**config.mk**
```make
export PLATFORM = sky130hd
export DESIGN_NAME = ixpp_top
export DESIGN_NICKNAME = d
export VERILOG_FILES = /design/src/rtl/ixpp_pkg.sv /design/src/rtl/ixpp_route.sv /design/src/rtl/ixpp_state.sv /design/src/rtl/ixpp_log.sv /design/src/rtl/ixpp_top.sv
export SDC_FILE = /design/constraint.sdc
export NUM_CORES = 1
export LEC_CHECK = 0
export ABC_AREA = 1
export BUFFER_PORTS_ARGS = -buffer_cell sky130_fd_sc_hd__buf_2
export CAP_MARGIN = 20
export CORE_MARGIN = 10
export CORE_UTILIZATION = 56
export CTS_CLUSTER_DIAMETER = 80
export CTS_CLUSTER_SIZE = 8
export DETAILED_ROUTE_END_ITERATION = 16
export GPL_TIMING_DRIVEN = 0
export MAX_ROUTING_LAYER = met4
export PLACE_DENSITY = 0.87
export SYNTH_ARGS = -nofsm -noshare
export SYNTH_HDL_FRONTEND = slang
export SYNTH_SLANG_ARGS = --single-unit
```
**constraint.sdc**
```tcl
create_clock -name clk_i -period 3.1 [get_ports clk_i]
set_input_delay 0.62 -clock clk_i [delete_from_list [all_inputs] [get_ports clk_i]]
set_output_delay 0.62 -clock clk_i [all_outputs]
set_load 0.03 [all_outputs]
```
**src/rtl/ixpp_pkg.sv**
```systemverilog
package ixpp_pkg;
  localparam int ID_W  = 5;
  localparam int IRQ_N = 3;

  typedef struct packed {
    logic ibr;
    logic ixeqz;
    logic iwa;
  } irq_t;

  typedef struct packed {
    logic [ID_W-1:0] id;
    irq_t            irq;
  } log_ent_t;
endpackage

```
**src/rtl/ixpp_route.sv**
```systemverilog
module ixpp_route
  import ixpp_pkg::*;
#(
  parameter int ADDR_W = 16,
  parameter int IDX_W  = 8,
  parameter int WC_W   = 6
) (
  input  logic              msg_done_i,
  input  logic              msg_bcast_i,
  input  logic [WC_W-1:0]   msg_wcnt_i,
  input  logic              sep_bcast_i,
  input  logic              ien_ibr_i,
  input  logic              ien_ixeqz_i,
  input  logic              ien_iwa_i,
  input  logic              ctl_ibr_i,
  input  logic              ctl_iwa_i,
  input  logic [IDX_W-1:0]  index_i,
  input  logic [ADDR_W-1:0] ptr_a_i,
  input  logic [ADDR_W-1:0] bbuf_base_i,
  output logic [ADDR_W-1:0] store_addr_o,
  output logic              store_bbuf_o,
  output logic              miw_bcast_o,
  output logic              step_o,
  output logic [ADDR_W-1:0] ptr_next_o,
  output irq_t              irq_o,
  output logic              push_o
);
  logic to_bbuf, counted, idx_nz, idx_one;

  assign to_bbuf = msg_bcast_i & sep_bcast_i;
  assign counted = ~to_bbuf;
  assign idx_nz  = |index_i;
  assign idx_one = (index_i == IDX_W'(1));

  assign store_bbuf_o = to_bbuf;
  assign store_addr_o = to_bbuf ? bbuf_base_i : ptr_a_i;
  assign miw_bcast_o  = msg_bcast_i & ~sep_bcast_i;

  // only main-buffer messages consume index slots
  assign step_o     = msg_done_i & counted & idx_nz;
  assign ptr_next_o = ptr_a_i + ADDR_W'(msg_wcnt_i) + ADDR_W'(1);

  always_comb begin
    irq_o       = '0;
    irq_o.ibr   = msg_done_i & msg_bcast_i & ctl_ibr_i & ien_ibr_i;
    irq_o.ixeqz = msg_done_i & counted & idx_one & ien_ixeqz_i;
    irq_o.iwa   = msg_done_i & ctl_iwa_i & ien_iwa_i;
  end

  assign push_o = |irq_o;
endmodule

```
**src/rtl/ixpp_state.sv**
```systemverilog
module ixpp_state #(
  parameter int ADDR_W = 16,
  parameter int IDX_W  = 8
) (
  input  logic              clk_i,
  input  logic              rst_ni,
  input  logic              load_i,
  input  logic [IDX_W-1:0]  load_index_i,
  input  logic [ADDR_W-1:0] load_ptr_i,
  input  logic              msg_done_i,
  input  logic              step_i,
  input  logic              to_bbuf_i,
  input  logic [ADDR_W-1:0] ptr_next_i,
  output logic [IDX_W-1:0]  index_o,
  output logic [ADDR_W-1:0] ptr_a_o
);
  logic [IDX_W-1:0]  index_q;
  logic [ADDR_W-1:0] ptr_q;

  always_ff @(posedge clk_i or negedge rst_ni) begin
    if (!rst_ni) begin
      index_q <= '0;
      ptr_q   <= '0;
    end else if (load_i) begin
      index_q <= load_index_i;
      ptr_q   <= load_ptr_i;
    end else if (step_i) begin
      index_q <= index_q - IDX_W'(1);
      ptr_q   <= ptr_next_i;
    end
  end

  assign index_o = index_q;
  assign ptr_a_o = ptr_q;

  a_r3_bbuf_frozen: assert property (@(posedge clk_i) disable iff (!rst_ni)
    (msg_done_i && to_bbuf_i && !load_i) |=> ($stable(index_q) && $stable(ptr_q)));

  a_r6_zero_holds: assert property (@(posedge clk_i) disable iff (!rst_ni)
    (msg_done_i && index_q == '0 && !load_i) |=> (index_q == '0 && $stable(ptr_q)));

  a_r2_load_wins: assert property (@(posedge clk_i) disable iff (!rst_ni)
    load_i |=> (index_q == $past(load_index_i) && ptr_q == $past(load_ptr_i)));
endmodule

```
**src/rtl/ixpp_log.sv**
```systemverilog
module ixpp_log #(
  parameter int DEPTH = 4,
  parameter int W     = 8,
  localparam int PW   = (DEPTH > 1) ? $clog2(DEPTH) : 1,
  localparam int CW   = $clog2(DEPTH + 1)
) (
  input  logic          clk_i,
  input  logic          rst_ni,
  input  logic          push_i,
  input  logic [W-1:0]  data_i,
  input  logic          pop_i,
  output logic          valid_o,
  output logic [W-1:0]  head_data_o,
  output logic [PW-1:0] head_o,
  output logic          ovf_o
);
  logic [W-1:0]  mem_q [DEPTH];
  logic [PW-1:0] rd_q, wr_q;
  logic [CW-1:0] cnt_q, cnt_d;
  logic          ovf_q;
  logic          full, do_pop, do_push;

  function automatic logic [PW-1:0] wrap_inc(input logic [PW-1:0] p);
    return (p == PW'(DEPTH - 1)) ? '0 : p + PW'(1);
  endfunction

  assign full    = (cnt_q == CW'(DEPTH));
  assign do_pop  = pop_i & (cnt_q != '0);
  assign do_push = push_i & (~full | do_pop);

  always_comb begin
    cnt_d = cnt_q;
    if (do_push && !do_pop) cnt_d = cnt_q + CW'(1);
    if (do_pop && !do_push) cnt_d = cnt_q - CW'(1);
  end

  always_ff @(posedge clk_i or negedge rst_ni) begin
    if (!rst_ni) begin
      rd_q  <= '0;
      wr_q  <= '0;
      cnt_q <= '0;
      ovf_q <= 1'b0;
    end else begin
      cnt_q <= cnt_d;
      if (do_pop)  rd_q <= wrap_inc(rd_q);
      if (do_push) wr_q <= wrap_inc(wr_q);
      if (do_push && cnt_d == CW'(DEPTH)) ovf_q <= 1'b1;
      else if (cnt_d == '0)               ovf_q <= 1'b0;
    end
  end

  for (genvar g = 0; g < DEPTH; g++) begin : g_slot
    always_ff @(posedge clk_i or negedge rst_ni) begin
      if (!rst_ni)                            mem_q[g] <= '0;
      else if (do_push && wr_q == PW'(g))     mem_q[g] <= data_i;
    end
  end

  assign valid_o     = (cnt_q != '0);
  assign head_data_o = mem_q[rd_q];
  assign head_o      = rd_q;
  assign ovf_o       = ovf_q;

  a_r11_never_exceeds: assert property (@(posedge clk_i) disable iff (!rst_ni)
    cnt_q <= CW'(DEPTH));

  a_r11_drop_when_full: assert property (@(posedge clk_i) disable iff (!rst_ni)
    (full && !pop_i) |=> full && $stable(wr_q));

  a_r10_push_accepted: assert property (@(posedge clk_i) disable iff (!rst_ni)
    (push_i && !full && !pop_i) |=> cnt_q == $past(cnt_q) + CW'(1));

  a_r11_ovf_only_full: assert property (@(posedge clk_i) disable iff (!rst_ni)
    $rose(ovf_q) |-> full);
endmodule

```
**src/rtl/ixpp_top.sv**
```systemverilog
module ixpp_top
  import ixpp_pkg::*;
#(
  parameter int ADDR_W    = 16,
  parameter int IDX_W     = 8,
  parameter int WC_W      = 6,
  parameter int LOG_DEPTH = 4,
  localparam int LP_W     = (LOG_DEPTH > 1) ? $clog2(LOG_DEPTH) : 1,
  localparam int ENT_W    = ID_W + IRQ_N
) (
  input  logic              clk_i,
  input  logic              rst_ni,
  input  logic              sep_bcast_i,
  input  logic              ien_ibr_i,
  input  logic              ien_ixeqz_i,
  input  logic              ien_iwa_i,
  input  logic              ctl_ibr_i,
  input  logic              ctl_iwa_i,
  input  logic [ID_W-1:0]   desc_id_i,
  input  logic [ADDR_W-1:0] bbuf_base_i,
  input  logic              desc_load_i,
  input  logic [IDX_W-1:0]  load_index_i,
  input  logic [ADDR_W-1:0] load_ptr_i,
  input  logic              msg_done_i,
  input  logic              msg_bcast_i,
  input  logic [WC_W-1:0]   msg_wcnt_i,
  input  logic              log_pop_i,
  output logic [ADDR_W-1:0] store_addr_o,
  output logic              store_bbuf_o,
  output logic              miw_bcast_o,
  output logic [IDX_W-1:0]  index_o,
  output logic [ADDR_W-1:0] ptr_a_o,
  output logic              log_valid_o,
  output logic [ENT_W-1:0]  log_entry_o,
  output logic [LP_W-1:0]   log_head_o,
  output logic              log_ovf_o
);
  logic [IDX_W-1:0]  index;
  logic [ADDR_W-1:0] ptr_a, ptr_next;
  logic              step, push, to_bbuf;
  irq_t              irq;
  log_ent_t          ent;

  ixpp_route #(.ADDR_W(ADDR_W), .IDX_W(IDX_W), .WC_W(WC_W)) i_route (
    .msg_done_i   (msg_done_i),
    .msg_bcast_i  (msg_bcast_i),
    .msg_wcnt_i   (msg_wcnt_i),
    .sep_bcast_i  (sep_bcast_i),
    .ien_ibr_i    (ien_ibr_i),
    .ien_ixeqz_i  (ien_ixeqz_i),
    .ien_iwa_i    (ien_iwa_i),
    .ctl_ibr_i    (ctl_ibr_i),
    .ctl_iwa_i    (ctl_iwa_i),
    .index_i      (index),
    .ptr_a_i      (ptr_a),
    .bbuf_base_i  (bbuf_base_i),
    .store_addr_o (store_addr_o),
    .store_bbuf_o (to_bbuf),
    .miw_bcast_o  (miw_bcast_o),
    .step_o       (step),
    .ptr_next_o   (ptr_next),
    .irq_o        (irq),
    .push_o       (push)
  );

  // a load in the same cycle cancels the message's bookkeeping
  ixpp_state #(.ADDR_W(ADDR_W), .IDX_W(IDX_W)) i_state (
    .clk_i        (clk_i),
    .rst_ni       (rst_ni),
    .load_i       (desc_load_i),
    .load_index_i (load_index_i),
    .load_ptr_i   (load_ptr_i),
    .msg_done_i   (msg_done_i),
    .step_i       (step),
    .to_bbuf_i    (to_bbuf),
    .ptr_next_i   (ptr_next),
    .index_o      (index),
    .ptr_a_o      (ptr_a)
  );

  assign ent.id  = desc_id_i;
  assign ent.irq = irq;

  ixpp_log #(.DEPTH(LOG_DEPTH), .W(ENT_W)) i_log (
    .clk_i       (clk_i),
    .rst_ni      (rst_ni),
    .push_i      (push),
    .data_i      (ent),
    .pop_i       (log_pop_i),
    .valid_o     (log_valid_o),
    .head_data_o (log_entry_o),
    .head_o      (log_head_o),
    .ovf_o       (log_ovf_o)
  );

  assign store_bbuf_o = to_bbuf;
  assign index_o      = index;
  assign ptr_a_o      = ptr_a;

  a_r4_tag_not_in_bbuf: assert property (@(posedge clk_i) disable iff (!rst_ni)
    to_bbuf |-> !miw_bcast_o);

  a_r8_ibr_needs_bcast: assert property (@(posedge clk_i) disable iff (!rst_ni)
    irq.ibr |-> (msg_done_i && msg_bcast_i));

  a_r7_ixeqz_last_slot: assert property (@(posedge clk_i) disable iff (!rst_ni)
    (irq.ixeqz && !desc_load_i) |=> index == '0);

  a_r5_step_decrements: assert property (@(posedge clk_i) disable iff (!rst_ni)
    (step && !desc_load_i) |=> index == $past(index) - IDX_W'(1));
endmodule

```
==> results of run 1 <==
-- flip-flops by register name, summed over array words and instances, names as in the netlist --
name / count
i_log.wr_q: 2
i_state.ptr_a_o: 16
i_log.cnt_q: 3
i_log.ovf_o: 1
i_log.head_o: 2
i_log.mem_q: 32
i_state.index_o: 8
-- path summary, 6_finish.rpt --
check                                            endpoint                      startpoint  cells after the start
setup / recovery                           log_entry_o[3]     i_log.head_o[0]$_DFFE_PN0P_                      6
setup reg to reg           i_state.ptr_a_o[6]$_DFFE_PN0P_  i_state.ptr_a_o[0]$_DFFE_PN0P_                     14
max in group asynchronous      i_log.mem_q[0]$_DFFE_PN0P_                          rst_ni                      1
hold reg to reg                i_log.mem_q[4]$_DFFE_PN0P_      i_log.mem_q[4]$_DFFE_PN0P_                      2
min in group clk_i             i_log.mem_q[4]$_DFFE_PN0P_      i_log.mem_q[4]$_DFFE_PN0P_                      2
hold / removal             i_state.ptr_a_o[2]$_DFFE_PN0P_                          rst_ni                      1
-- final cells by class --
cell class                 instances  area share, %
multi-input combinational        381           42.2
inverter                          59           4.72
timing repair buffer             116           12.1
buffer                            16           1.94
tap                               96           2.49
clock inverter                     3          0.363
sequential                        64           33.2
clock buffer                      13           3.08
-- Yosys cell counts (4+ instances only) --
cell and number:
xor2_1 4, nand3_1 33, nor2_1 28, buf_6 4
nand4_1 6, o21ai_1 17, o211ai_2 8, nand2_1 171
a21oi_1 5, nor3_1 4, nand2_2 6, ha_1 17
inv_2 5, o22ai_1 8, clkbuf_1 9, o21ai_0 45
inv_1 50, dfrtp_1 64
-- worst max-delay path, stage by stage (launching register included) --
cell	delay [ns]
dfrtp_1	0.40
clkbuf_1	0.20
inv_1	0.21
clkbuf_1	0.38
nor2_1	0.10
o22ai_1	0.19
buf_2	0.22
-- routing by layer --
metal | up-vias | global-route usage, % | part of all wire [%]
li1 | 1947 | - | -
met1 | 1864 | 25.9 | 42
met2 | 178 | 35.8 | 49
met3 | 21 | 3.66 | 6.3
met4 | 0 | 10.2 | 2.3
met5 | - | - | 0
-- power groups by stage --
stage               Sequential [uW]  Combinational [uW]  Clock, uW
floorplan                      1370                1100          0
global placement               1280                1630          0
detailed placement             1290                1690          0
CTS                            1280                1700        637
global route                   1320                1870        673
finish                         1290                1690        628
-- cells by family after synthesis --
kind of cell	after synthesis
AND/OR/NAND/NOR	260
AO/OA/AOI/OAI	98
XOR/XNOR	5
adder cells (fa/ha/maj)	18
flip-flops	64
buffers and inverters	75
-- through the flow --
step           utilization (%)  area [um2]  hold slack (ns)
2_1_floorplan                -        3960            0.324
3_3_place_gp              68.2        4660            0.457
3_5_place_dp              68.2        4660            0.464
4_1_cts                   70.7        4830            0.397
5_1_grt                   70.7        4830            0.433
6_report                  70.7        4830            0.371
==> metrics.csv, run 1 <==
metric;value;unit
rsz0062_at_grt;false;
fp-row-count;30;
synth_cell_type_count;41;
fmax;0.376;GHz
track_usage;21.9;%
vias_per_cell;5.36;
finalSetupTns;0;ns
cts.sinks;64;
pwr-share-comb;46.9;%
yosysWarnings;0;
start_util;57.9;%
drive_above_1_share;26.7;%
crit_type;flip-flop to primary output;
portBuffers;116;
chipHeight;104;um
vdd_drop_max;0.319;mV
fin_crit_sh;85.8;%
ctsHoldBuffers;0;
grt_pass1_wl;19300;um
cts_root_buf;clkbuf_8;
clockPowerShare;17.4;%
cp.required;2.48;ns
grt_start_max_net_pins;65;
drcViolationCount;0;
pre_cts_ws;0.612;ns
synth_edf_count;0;
yosysTopAreaCellShare;40.5;%
ys.flop_type;dfrtp_1;
fin_skew;0.00988;ns
ant_nets;0;
clock_latency;0.34;ns
rrSetupSlack;0.97;ns
ys_async_sr_fraction;100;%
fin_cells;748;
status;complete, no violations;
cts_buffer_depth;2;
fill_cells;566;
synth_seq_cells;64;
synth_area;0.00396;mm2
grt_pass1_vias;4123;
synth_top_area_cell;dfrtp_1;
place_congestion;0.967;
final-setup-viol-count;0;
antenna_found_initial;0;
cp-end-kind;primary output;
clk_pin_slew;0.08;ns
synth_mux_area_share;0;%
cts_tree;yes;
post_cts_resized;0;
dieArea;0.0108;mm2
grt-ovfl-total;0;
swShare;46.2;%
cp.arrival;2.04;ns
initialDrtViolationCount;207;
seqPwrFrac;35.7;%
syn_area_per_cell;7.61;um2
total_power;3600;uW
place_inst;732;
dr_total_vias;4010;
synth_xor_area_share;1.11;%
synth-compound-area-share;15.8;%
cp_max_fo;10;
syn_inst;520;
cts_made_buffers;9;
synthAdderAreaFrac;5.88;%
routed_wl;11700;um
io_pins;117;
layout_common_cells;nand2_1 (171), buf_2 (118), dfrtp_1 (64);
wl_per_cell;15.7;um
post_cts_buffers;0;
first_pass_iters;5;
power.internal;1940;uW
seq_area;0.00160;mm2
cap_violations;0;
final_common_cell;nand2_1;
hold_viol_final;0;
slew_headroom;45.9;%
synth.top_cells.by_area;dfrtp_1 (40%), nand2_1 (16%), o21ai_0 (5.7%), ha_1 (5.4%), inv_1 (4.7%);
multi_input_area;0.00204;mm2
critPathLaunchType;flip-flop;
worst_slew_pin_slew;0.811;ns
min_period;2.66;ns
p_leak;0.00257;uW
worst_hold_path_type;input port to asynchronous set/reset pin;
h-tree-depth;3;
core_region_area;0.00683;mm2
nNetsFinal;728;
synth-simple-area-share;28.7;%
syn_nets;601;
synth_top_family_by_area;simple AND/OR/NAND/NOR gates;
fin_ws;0.439;ns
dieWidth;104;um
p_sw;1660;uW
antennaDiodeCount;0;
ys_seq_area_share;40.5;%
drv_slew;0;
syn_to_final_growth;22.0;%
power_density;746;mW/mm2
dp_hpwl;9130;um
No activity file was read; power rests on OpenSTA's default activity.
==> inputs of run 2 (changes only) <==
Settings changed: CORE_ASPECT_RATIO set to 0.9.
==> run 2 against run 1 <==
Effect of this change: sequential power is essentially flat; non-clock buffer count did not move; die area about the same; fmax fell by 3.3%; design area about the same; hold slack is essentially flat; highest routed layer unchanged; utilization is 1.3 points lower.
==> metrics.csv, run 2 (same netlist as run 1, synthesis figures left out) <==
metric;value;unit
vdd_drop_max;0.381;mV
fmax;0.363;GHz
total_power;3610;uW
drv_slew;0;
final_common_cell;nand2_1;
cts_made_buffers;9;
routed_wl;11800;um
cts_root_buf;clkbuf_8;
post_cts_buffers;0;
nNetsFinal;728;
power_density;748;mW/mm2
fin_crit_sh;88.7;%
core_region_area;0.00697;mm2
cts.sinks;64;
grt_pass1_wl;19000;um
antenna_found_initial;0;
io_pins;117;
place_congestion;0.929;
worst_slew_pin_slew;0.818;ns
dr_total_vias;4103;
whs;0.371;ns
post_cts_resized;0;
clock_latency;0.33;ns
cts_tree;yes;
syn_to_final_growth;22.0;%
first_pass_iters;5;
ctsHoldBuffers;0;
final-setup-viol-count;0;
hold_viol_final;0;
fp-row-count;29;
grt_start_max_net_pins;65;
layout.core_utilization;69.3;%
cp-end-kind;primary output;
min_period;2.75;ns
clk_pin_slew;0.07;ns
dieWidth;109;um
portBuffers;116;
vias_per_cell;5.51;
cp.arrival;2.13;ns
antennaDiodeCount;0;
design_area;0.00483;mm2
grt-ovfl-total;0;
wl_per_cell;15.9;um
dpl-instance-area;0.00466;mm2
initialDrtViolationCount;255;
cp_max_fo;10;
chipHeight;99.8;um
finalSetupTns;0;ns
ant_nets;0;
cp.required;2.48;ns
grt_pass1_vias;4025;
fin_skew;0.00669;ns
start_util;56.8;%
status;complete, no violations;
h-tree-depth;3;
regMostFlops;i_log.mem_q;
drive_above_1_share;26.9;%
p_leak;0.00257;uW
layout_common_cells;nand2_1 (171), buf_2 (118), dfrtp_1 (64);
largest_reg_flops;32;
worst_hold_path_type;input port to asynchronous set/reset pin;
rsz0062_at_grt;false;
cts_buffer_depth;2;
cap_violations;0;
track_usage;22.3;%
slew_headroom;45.5;%
critPathLaunchType;flip-flop;
dp_hpwl;9170;um
dieArea;0.0108;mm2
crit_type;flip-flop to primary output;
drcViolationCount;0;
## run 2: cell count changes in the layout (fill, tap and decap cells not counted), sizes merged
cell    change
clkbuf      -1
## run 2: worst paths after layout
check	end	startpoint	slack, ns	cells after the start
worst max-delay path	log_entry_o[6]	i_log.head_o[0]$_DFFE_PN0P_	0.35	6
worst min-delay path	i_state.index_o[1]$_DFFE_PN0P_	rst_ni	0.37	1
worst max register to register	i_state.ptr_a_o[13]$_DFFE_PN0P_	i_state.ptr_a_o[2]$_DFFE_PN0P_	0.94	9
worst min register to register	i_log.mem_q[6]$_DFFE_PN0P_	i_log.mem_q[6]$_DFFE_PN0P_	0.48	2
max in group asynchronous	i_log.mem_q[2]$_DFFE_PN0P_	rst_ni	2.18	1
min in group clk_i	i_log.mem_q[6]$_DFFE_PN0P_	i_log.mem_q[6]$_DFFE_PN0P_	0.48	2
## run 2: worst max-delay path, stage by stage (launching register included)
cell,delay [ns]
dfrtp_1,0.40
clkbuf_1,0.22
inv_1,0.25
clkbuf_1,0.41
o21ai_0,0.15
o22ai_1,0.16
buf_2,0.23
## run 2: final cells by class
class / instances / area, um2
plain buffers: 16 / 93.8
clock buffers: 12 / 155
clock inverters: 3 / 17.5
fillers: 606 / 2140
inverters: 59 / 228
multi-input cells: 381 / 2040
flip-flops and latches: 64 / 1600
well taps: 93 / 116
repair buffers: 116 / 583
## run 2: metrics by stage
step / cells / setup slack [ns]
detailed placement: 729 / 0.616
global placement: 729 / 0.724
floorplan: 520 / 0.679
finish: 744 / 0.349
CTS: 744 / 0.342
global route: 744 / 0.194
## run 2: where the power goes
part	internal (uW)	switching [uW]	total, uW
combinational	539	1160	1690
clock	327	308	635
sequential	1090	193	1280
## run 2: metal layers
layer  vias up  track usage, %  routed length (um)
li1       1949               -                   -
met1      1954            27.2                4830
met2       170            35.6                5840
met3        30            4.20                 824
met4         0            9.22                 333
met5         -               -                   0
